**src/rtl/dcb_pkg.sv**
```systemverilog
package dcb_pkg;

   // Marker slot pair {A, B} sent ahead of each data group
   typedef enum logic [1:0] {
      MARK_RAW  = 2'b00,
      MARK_KEEP = 2'b01,
      MARK_INV  = 2'b10
   } mark_e;

   // Forwarded clock phase: short high (floor(slots/2)) or long high
   typedef enum logic {
      PH_SHORT = 1'b0,
      PH_LONG  = 1'b1
   } clk_phase_e;

endpackage

```
**src/rtl/dcb_lane_enc.sv**
```systemverilog
module dcb_lane_enc
   import dcb_pkg::*;
#(
   parameter int GRP_W = 7,
   parameter int SUM_W = 5,
   localparam int SLOTS = GRP_W + 2
) (
   input  logic             clk,
   input  logic             rst_n,
   input  logic             clr,
   input  logic             load,
   input  logic             balance,
   input  logic [GRP_W-1:0] grp_i,
   output logic [SLOTS-1:0] sym_o
);

   localparam int CNT_W = $clog2(GRP_W + 1);

   logic [CNT_W-1:0]        ones;
   logic signed [SUM_W-1:0] disp;
   logic signed [SUM_W-1:0] sent;
   logic signed [SUM_W-1:0] sum_q;
   logic                    inv;
   mark_e                   mark;

   // population count of the group
   always_comb begin
      ones = '0;
      for (int i = 0; i < GRP_W; i++) begin
         ones = ones + CNT_W'(grp_i[i]);
      end
   end

   // disparity = ones - zeros = 2*ones - width (odd, never zero)
   assign disp = $signed(SUM_W'({ones, 1'b0})) - $signed(SUM_W'(GRP_W));

   // invert when running sum is nonzero and pushes the same way
   assign inv  = balance && (sum_q != '0) && (disp[SUM_W-1] == sum_q[SUM_W-1]);
   assign sent = inv ? -disp : disp;

   always_comb begin
      if (!balance)  mark = MARK_RAW;
      else if (inv)  mark = MARK_INV;
      else           mark = MARK_KEEP;
   end

   assign sym_o = {mark, (inv ? ~grp_i : grp_i)};

   always_ff @(posedge clk or negedge rst_n) begin
      if (!rst_n)                 sum_q <= '0;
      else if (clr || !balance)   sum_q <= '0;
      else if (load)              sum_q <= sum_q + sent;
   end

   // running disparity stays within one group width
   p_sum_bound_r5: assert property (@(posedge clk) disable iff (!rst_n)
      (sum_q <= GRP_W) && (sum_q >= -GRP_W));

   // every balanced load moves the sum (symbol disparity is odd)
   p_sum_moves_r5: assert property (@(posedge clk) disable iff (!rst_n)
      (load && balance && !clr) |=> (sum_q != $past(sum_q)));

   // plain mode pins the running sum at zero
   p_sum_held_r8: assert property (@(posedge clk) disable iff (!rst_n)
      !balance |=> (sum_q == '0));

endmodule

```
**src/rtl/dcb_piso.sv**
```systemverilog
module dcb_piso #(
   parameter int W = 9
) (
   input  logic         clk,
   input  logic         rst_n,
   input  logic         clr,
   input  logic         load,
   input  logic [W-1:0] din,
   output logic         dout
);

   logic [W-1:0] sr_q;

   always_ff @(posedge clk or negedge rst_n) begin
      if (!rst_n)     sr_q <= '0;
      else if (clr)   sr_q <= '0;
      else if (load)  sr_q <= din;
      else            sr_q <= {sr_q[W-2:0], 1'b0};
   end

   assign dout = sr_q[W-1];

   // a clear silences the serial output on the next cycle
   p_clr_quiet_r7: assert property (@(posedge clk) disable iff (!rst_n)
      clr |=> !dout);

endmodule

```
**src/rtl/dcb_fwd_clk.sv**
```systemverilog
module dcb_fwd_clk
   import dcb_pkg::*;
#(
   parameter int SLOTS = 9
) (
   input  logic clk,
   input  logic rst_n,
   input  logic clr,
   input  logic load,
   output logic clk_o
);

   localparam int HI_SHORT = SLOTS / 2;
   localparam int HI_LONG  = SLOTS - HI_SHORT;

   clk_phase_e       phase_q;
   logic [SLOTS-1:0] pat;

   always_comb begin
      int hi;
      hi  = (phase_q == PH_LONG) ? HI_LONG : HI_SHORT;
      pat = '0;
      for (int i = 0; i < SLOTS; i++) begin
         if (i < hi) pat[SLOTS-1-i] = 1'b1;
      end
   end

   always_ff @(posedge clk or negedge rst_n) begin
      if (!rst_n)     phase_q <= PH_SHORT;
      else if (clr)   phase_q <= PH_SHORT;
      else if (load)  phase_q <= (phase_q == PH_SHORT) ? PH_LONG : PH_SHORT;
   end

   dcb_piso #(.W(SLOTS)) u_clk_sh (
      .clk   (clk),
      .rst_n (rst_n),
      .clr   (clr),
      .load  (load),
      .din   (pat),
      .dout  (clk_o)
   );

   // the high time alternates on every accepted word
   p_phase_flip_r6: assert property (@(posedge clk) disable iff (!rst_n)
      (load && !clr) |=> (phase_q != $past(phase_q)));

endmodule

```
**src/rtl/dcb_serializer.sv**
```systemverilog
module dcb_serializer #(
   parameter int LANES = 3,
   parameter int GRP_W = 7,
   parameter int SUM_W = 5,
   localparam int DATA_W = LANES * GRP_W
) (
   input  logic              clk,
   input  logic              rst_n,
   input  logic              word_stb,
   input  logic [DATA_W-1:0] par_in,
   input  logic              balance_en,
   input  logic              pwr_dn,
   output logic [LANES-1:0]  ser_out,
   output logic              ser_clk,
   output logic              out_en
);

   localparam int SLOTS = GRP_W + 2;

   // elaboration-time parameter checks
   if (LANES < 1) begin : g_chk_lanes
      $error("dcb_serializer: LANES must be at least 1");
   end
   if ((GRP_W % 2) == 0) begin : g_chk_odd
      $error("dcb_serializer: GRP_W must be odd so disparity is never zero");
   end
   if (((1 << (SUM_W - 1)) - 1) < GRP_W) begin : g_chk_sum
      $error("dcb_serializer: SUM_W too narrow for a sum of +/-GRP_W");
   end

   logic [DATA_W-1:0] pend_q;
   logic              bal_q;
   logic              out_en_q;
   logic              load;

   assign load = word_stb && !pwr_dn;

   always_ff @(posedge clk or negedge rst_n) begin
      if (!rst_n) begin
         pend_q   <= '0;
         bal_q    <= 1'b0;
         out_en_q <= 1'b0;
      end else begin
         out_en_q <= !pwr_dn;
         if (pwr_dn) begin
            pend_q <= '0;
         end else if (word_stb) begin
            pend_q <= par_in;
            bal_q  <= balance_en;
         end
      end
   end

   assign out_en = out_en_q;

   for (genvar l = 0; l < LANES; l++) begin : g_lane
      logic [SLOTS-1:0] sym;

      dcb_lane_enc #(.GRP_W(GRP_W), .SUM_W(SUM_W)) u_enc (
         .clk     (clk),
         .rst_n   (rst_n),
         .clr     (pwr_dn),
         .load    (load),
         .balance (balance_en),
         .grp_i   (pend_q[l*GRP_W +: GRP_W]),
         .sym_o   (sym)
      );

      dcb_piso #(.W(SLOTS)) u_sh (
         .clk   (clk),
         .rst_n (rst_n),
         .clr   (pwr_dn),
         .load  (load),
         .din   (sym),
         .dout  (ser_out[l])
      );
   end

   dcb_fwd_clk #(.SLOTS(SLOTS)) u_fclk (
      .clk   (clk),
      .rst_n (rst_n),
      .clr   (pwr_dn),
      .load  (load),
      .clk_o (ser_clk)
   );

   // disabled outputs carry no activity
   p_off_quiet_r7: assert property (@(posedge clk) disable iff (!rst_n)
      !out_en |-> ((ser_out == '0) && !ser_clk));

   // power-down drops the enable on the following cycle
   p_en_drop_r7: assert property (@(posedge clk) disable iff (!rst_n)
      pwr_dn |=> !out_en);

   // in balanced mode marker B is the complement of marker A on every lane
   p_mark_pair_r3: assert property (@(posedge clk) disable iff (!rst_n)
      ($past(word_stb, 2) && !$past(word_stb) && !$past(pwr_dn, 2) &&
       !$past(pwr_dn) && bal_q) |-> (ser_out == ~$past(ser_out)));

endmodule

```
**config.mk**
```make
export PLATFORM = sky130hd
export DESIGN_NAME = dcb_serializer
export DESIGN_NICKNAME = d
export VERILOG_FILES = /design/src/rtl/dcb_pkg.sv /design/src/rtl/dcb_lane_enc.sv /design/src/rtl/dcb_piso.sv /design/src/rtl/dcb_fwd_clk.sv /design/src/rtl/dcb_serializer.sv
export SDC_FILE = /design/constraint.sdc
export NUM_CORES = 1
export LEC_CHECK = 0
export BUFFER_PORTS_ARGS = -buffer_cell sky130_fd_sc_hd__buf_2
export CAP_MARGIN = 20
export CORE_MARGIN = 2
export CORE_UTILIZATION = 25
export CTS_BUF_LIST = sky130_fd_sc_hd__clkbuf_16
export DETAILED_ROUTE_END_ITERATION = 8
export SLEW_MARGIN = 20
export SYNTH_ARGS = -nofsm -noshare
export SYNTH_HDL_FRONTEND = slang
export SYNTH_HIERARCHICAL = 1
export SYNTH_SLANG_ARGS = --single-unit
```
**constraint.sdc**
```tcl
create_clock -name clk -period 4.8 [get_ports clk]
set_clock_uncertainty 0.15 [all_clocks]
set_input_delay 0.24 -clock clk [delete_from_list [all_inputs] [get_ports clk]]
set_output_delay 0.24 -clock clk [all_outputs]
set_load 0.01 [all_outputs]
```
**Word-level counts from Yosys, hierarchy flattened**

Cells that the tools add are included.

- Input bits: 26
- Output and inout port bits: 5
- Word-level logic and storage cells: 109
- Bits in registers: 74

- Add/subtract/negate cells: 27
- Muxes and demuxes: 41
- Reductions and logical operators: 16
- Magnitude comparators: 9
- Bitwise gates (word level): 3
- Eq/ne operators: 3

Operators with widths:

| operator | count |
|---|---|
| $lt A4 B32 Y1 const A | 4 |
| $mux W9 | 8 |
| $lt A3 B32 Y1 const A | 2 |
| $add A3 B1 Y3 | 15 |
| $mux W5 | 9 |
| $mux W21 | 2 |
| $lt A1 B32 Y1 const A | 1 |
| $lt A2 B32 Y1 const A | 1 |
| $lt A5 B32 Y1 const A | 1 |
| $mux W7 | 3 |
| $not A7 Y7 | 3 |
| $add A5 B5 Y5 | 3 |
| $neg A5 Y5 | 3 |
| $reduce_bool A5 Y1 | 3 |
| $sub A4 B3 Y5 const B | 3 |
| $mux W1 | 13 |
| $mux W2 | 6 |
| $logic_and A1 B1 Y1 | 7 |
| $add A1 B1 Y2 | 3 |
| $reduce_bool A2 Y1 | 3 |
| $eq A1 B1 Y1 | 3 |
| $logic_not A1 Y1 | 2 |
| $logic_or A1 B1 Y1 | 1 |

**Logic depth before layout (Yosys ltp)**

- Depth after elaboration: 13
- Mapped depth: 15
- Gate-level depth less buffers: 14

**Modules after synthesis**

Netlist, hierarchy kept.

By module, submodules not included:

| module | area an instance (um^2) | times used | cells each | seq. area each (um^2) |
|---|---|---|---|---|
| dcb_piso | 361.6 | 4 | 28 | 225.2 |
| dcb_lane_enc at g_lane[1].u_enc ... | 596.8 | 2 | 63 | 125.1 |
| dcb_serializer | 909.6 | 1 | 71 | 550.5 |
| dcb_lane_enc at g_lane[0].u_enc | 613.1 | 1 | 64 | 125.1 |
| dcb_fwd_clk | 45.0 | 1 | 5 | 25.0 |

**Worst setup path before layout**

OpenSTA, ideal clock, no wires.

- Path kind: register to register
- Start: reg pend_q[7]
- End: reg g_lane[1].u_enc.sum_q[4]
- Setup time: 0.067 ns
- Data arrival time: 3.898 ns
- Required time: 4.583 ns
- Path slack: 0.685 ns
- Clock period less this slack: 4.115 ns
- Cell stages (with the launch flop): 16
- Path buffers: 1
- Cells stage by stage: dfrtp_1 > fa_1 > inv_1 > fa_1 > fa_1 > inv_1 > fa_1 > xor2_1 > nand2_1 > buf_4 > xor2_1 > fa_1 > a21o_1 > a2111oi_0 > a221o_1 > a311o_1

- Word-level cells in the longest chain between the ends: 13
- Elaborated cells between the ends (all ways): 14
- Those cells by class: add/sub: 9; eq/ne: 1; mux: 3; reduce/logical: 1

RTL lines:

| item | line | text |
|---|---|---|
| start: declaration | dcb_serializer.sv:31 | `logic [DATA_W-1:0] pend_q;` |
| start signal: assignment | dcb_serializer.sv:48 | `pend_q <= par_in;` |
| $add A1 B1 Y2 * | dcb_lane_enc.sv:30 | `ones = ones + CNT_W'(grp_i[i]);` |
| $add A3 B1 Y3 * (5 in series) | dcb_lane_enc.sv:30 |  |
| $sub A4 B3 Y5 * | dcb_lane_enc.sv:35 | `assign disp = $signed(SUM_W'({ones, 1'b0})) - $signed(SUM_W'(GRP_W));` |
| parallel branches: the longest is 2 deep, another holds $neg A5 Y5 | - |  |
| $mux W5 * | dcb_lane_enc.sv:39 | `assign sent = inv ? -disp : disp;` |
| $add A5 B5 Y5 * | dcb_lane_enc.sv:52 | `else if (load) sum_q <= sum_q + sent;` |
| $mux W5 * | dcb_lane_enc.sv:52 |  |
| $mux W5 * | dcb_lane_enc.sv:51 | `else if (clr \|\| !balance) sum_q <= '0;` |
| end signal: assignment | dcb_lane_enc.sv:52 |  |
| end: declaration | dcb_lane_enc.sv:22 | `logic signed [SUM_W-1:0] sum_q;` |

Every way passes the cells marked *. The select of a mux whose other input is x is not followed.
A chain may end at the register's enable or synchronous reset.

**Final worst setup path**

- Start: reg pend_q[14]
- End: reg g_lane[2].u_enc.sum_q[4]

- Word-level cells in the longest chain between the ends: 13
- Elaborated cells between the ends (all ways): 14
- Those cells by class: add/sub: 9; eq/ne: 1; mux: 3; reduce/logical: 1

RTL lines:

| item | line |
|---|---|
| $add A1 B1 Y2 * | dcb_lane_enc.sv:30 |
| $add A3 B1 Y3 * (5 in series) | dcb_lane_enc.sv:30 |
| $sub A4 B3 Y5 * | dcb_lane_enc.sv:35 |
| parallel branches: the longest is 2 deep, another holds $neg A5 Y5 | - |
| $mux W5 * | dcb_lane_enc.sv:39 |
| $add A5 B5 Y5 * | dcb_lane_enc.sv:52 |
| $mux W5 * | dcb_lane_enc.sv:52 |
| $mux W5 * | dcb_lane_enc.sv:51 |
| end signal: assignment | dcb_lane_enc.sv:52 |
| end: declaration | dcb_lane_enc.sv:22 |

Marks and branches as above.

==> metrics <==
unrepaired setup endpoints after global routing no; GR Util All Layers between 9 and 10%; biggest area contributors in the synthesized netlist dfrtp_1 44%, mux2i_1 14%, fa_1 7.1%; cell type with the largest total area after synthesis dfrtp_1; endpoint arrival time on the critical path approximately 4.5 ns; routed wire length per instance 12.6 microns; pin count of the biggest net entering global routing between 70 and 80; Leakage around 2.3 nW; largest fanout of any net on the critical path 10; vias per cell approximately 4.3; Top Ports 31; total die area 0.0179 sq mm; Setup-failing EPs final 0; highest-count cells in the layout ignoring fill and taps 74 x dfrtp_1, 65 x nor2_1, 58 x mux2i_1; DRC 0; Finished Cell Area 0.00482 sq mm; count of cells along the worst hold path 3; latest clock arrival within the worst-skew pair about 0.33 ns; total placed instance area about 0.0045 sq mm; maximum resistive drop on vdd about 0.17 mV; final-layout fill cell count about 1,700; Final Hold Violating Endpoints 0; number of antenna violations at the first check in global routing 0; Min Hold Slack 0.00855 ns; launch instance of the worst min-delay path par_in[2]; total power 1.54 mW; height of the die around 130 microns; class of the tightest hold or removal check in -> reg; synthesized flop and latch total 74; Cell Area, Synth ~0.0042 sq mm; status finished clean; DP Wirelength 5320 microns; count of inserted antenna diode cells 0; net count reported at finish ~460; root buffer cell clkbuf_16; width of the die 134 microns; fraction of the yosys area taken by sequential cells between 40% and 50%; Synth Area per Inst between 10 and 15 sq um; endpoint of the lowest-slack register-to-register path g_lane[2].u_enc/sum_q[4]$_DFFE_PN0P_; number of buffers added by the clock tree synthesis step 9; Core Util, Final 29.1%; Area growth syn-to-layout 14.5%; Iteration-0 DRC Markers between 100 and 150; Setup WS pre-CTS 0.416 ns; Final period util approximately nine tenths; total iterations of the first detailed-routing run 4; multi-input combinational cell area between 0.002 and 0.0025 sq mm; CTS tree yes; measured slew at the worst slew-check pin around 0.94 ns; Final TNS setup 0 ns; worst slew margin relative to its limit 37.1%; commonest non-fill, non-tap cell in the layout dfrtp_1; gp weighted congestion 0.763; fin crit period 4.37 ns; startpoint of the worst-slack reg-to-reg timing path pend_q[14]$_DFFE_PN0P_; hold bufs inserted after CTS 2; flip-flop and latch area ~0.0019 sq mm; achievable frequency roughly 230 MHz; TritonCTS Sinks between 70 and 80; number of antenna-violating nets in the routed design 0; Final Max Tran Viols 0; Yosys cell types 40; final instance count without filler cells about 640; total setup buffers inserted after CTS 0; worst path setup slack after routing roughly 0.43 ns; kind of end point of the critical path flop; total power density per cell area 319 mW/mm^2; std cell rows 47; Vias roughly 2,800; wirelength, routed 8060 microns; Starting Density 25.5%; clock slew at the register clock pins of the worst setup and hold paths around 0.060 ns; r2r setup slk 0.43 ns; Req. time, crit path 4.91 ns; share of cells above drive strength 1 13.6%; total number of yosys warnings 6; Port Buffers 30; r2r worst-path depth 15; Startpoint Class flop; count of placed standard cells including taps 620; via count of the first global-routing pass a little under 3,000; grt ovf 0; number of levels the H-tree was split into 3; Worst Hold End pend_q[2]$_DFFE_PN0P_; clk buf depth 2; top-area cell type share of the netlist area 44.0%; global-route wire length before repair ~14,000 microns; gate count after technology mapping between 300 and 400; number of resized instances in the post-cts repair step 0; Max Cap Viol 0; Crit Path Category reg -> reg; area of the core around 0.017 sq mm
==> worst max path at each step <==
stage | startpoint | endpoint | slack [ns] | cells past startpoint
final | pend_q[14]$_DFFE_PN0P_ | g_lane[2].u_enc/sum_q[4]$_DFFE_PN0P_ | 0.43 | 15
after detailed placement | pend_q[14]$_DFFE_PN0P_ | g_lane[2].u_enc/sum_q[4]$_DFFE_PN0P_ | 0.42 | 15
after CTS | pend_q[14]$_DFFE_PN0P_ | g_lane[2].u_enc/sum_q[4]$_DFFE_PN0P_ | 0.41 | 15
after global routing | pend_q[14]$_DFFE_PN0P_ | g_lane[2].u_enc/sum_q[4]$_DFFE_PN0P_ | 0.19 | 15
after floorplan | pend_q[7]$_DFFE_PN0P_ | g_lane[1].u_enc/sum_q[4]$_DFFE_PN0P_ | 0.69 | 15
after global placement | pend_q[14]$_DFFE_PN0P_ | g_lane[2].u_enc/sum_q[4]$_DFFE_PN0P_ | 0.59 | 15
==> layer usage <==
layer	vias to the layer above	wire length [microns]	global-route usage, %
li1	1316	-	-
met1	1387	3710	11.6
met2	54	3930	17.3
met3	6	333	2.44
met4	0	84	3.01
met5	-	0	0
==> cells in the mapped netlist <==
| cell | count |
|---|---|
| nor2_1 | 65 |
| a21oi_1 | 7 |
| buf_12 | 3 |
| or2_0 | 1 |
| nand4b_1 | 2 |
| a211oi_1 | 4 |
| and3b_2 | 4 |
| or4_1 | 2 |
| buf_6 | 5 |
| o21ai_0 | 2 |
| nand3_1 | 3 |
| o21a_1 | 2 |
| a221o_1 | 2 |
| and2_1 | 3 |
| ha_1 | 9 |
| and3_1 | 1 |
| a21o_1 | 5 |
| a2111oi_0 | 5 |
| mux2i_1 | 58 |
| nand2b_1 | 3 |
| xor2_1 | 6 |
| or4_4 | 1 |
| a31oi_1 | 1 |
| a311o_1 | 2 |
| buf_2 | 5 |
| conb_1 | 2 |
| clkbuf_1 | 4 |
| buf_4 | 2 |
| o31ai_1 | 2 |
| xor2_2 | 1 |
| dfrtp_1 | 74 |
| nand3b_4 | 1 |
| xnor2_1 | 32 |
| nor3_1 | 2 |
| nand2_1 | 6 |
| fa_1 | 15 |
| nor2b_1 | 3 |
| nor4_1 | 4 |
| a21boi_0 | 1 |
| inv_1 | 28 |
==> worst max-delay path, stage by stage (launching register included) <==
cell and delay (ns):
dfrtp_1 0.43, fa_1 0.57, inv_1 0.06, fa_1 0.44, fa_1 0.36, inv_1 0.07
fa_1 0.28, xor2_1 0.16, nand2_1 0.09, buf_4 0.21, xnor2_1 0.14, ha_1 0.32
a21o_1 0.20, a2111oi_0 0.49, a221o_1 0.24, a311o_1 0.11
==> state kept, by name (all words and copies together), names as in the netlist <==
register	flops
u_fclk/u_clk_sh/sr_q	9
pend_q	21
g_lane.u_enc/sum_q	15
u_fclk/phase_q	1
out_en	1
g_lane.u_sh/sr_q	27
==> report_power, final <==
| part | internal [mW] | switching (mW) |
|---|---|---|
| Clock | 0.344 | 0.257 |
| Combinational | 0.120 | 0.143 |
| Sequential | 0.650 | 0.0238 |
==> layout make-up <==
class	instances	area share [%]
Clock buffer	9	4.68
Clock inverter	7	0.805
Inverter	28	2.18
Multi-Input combinational cell	263	43.8
Sequential cell	74	38.5
Tap cell	220	5.72
Timing Repair Buffer	37	4.36
==> logic make-up after synthesis <==
family / after synthesis / synth area share [%]
flops: 74 / 44.0
compound gates: 33 / 5.71
buf+inv: 47 / 6.57
mux: 58 / 13.8
xor+xnor: 39 / 8.30
other cells: 2 / 0.178
simple gates: 101 / 11.6
fa+ha+maj: 24 / 9.81
Note: power is estimated with default switching activity, not from simulation.
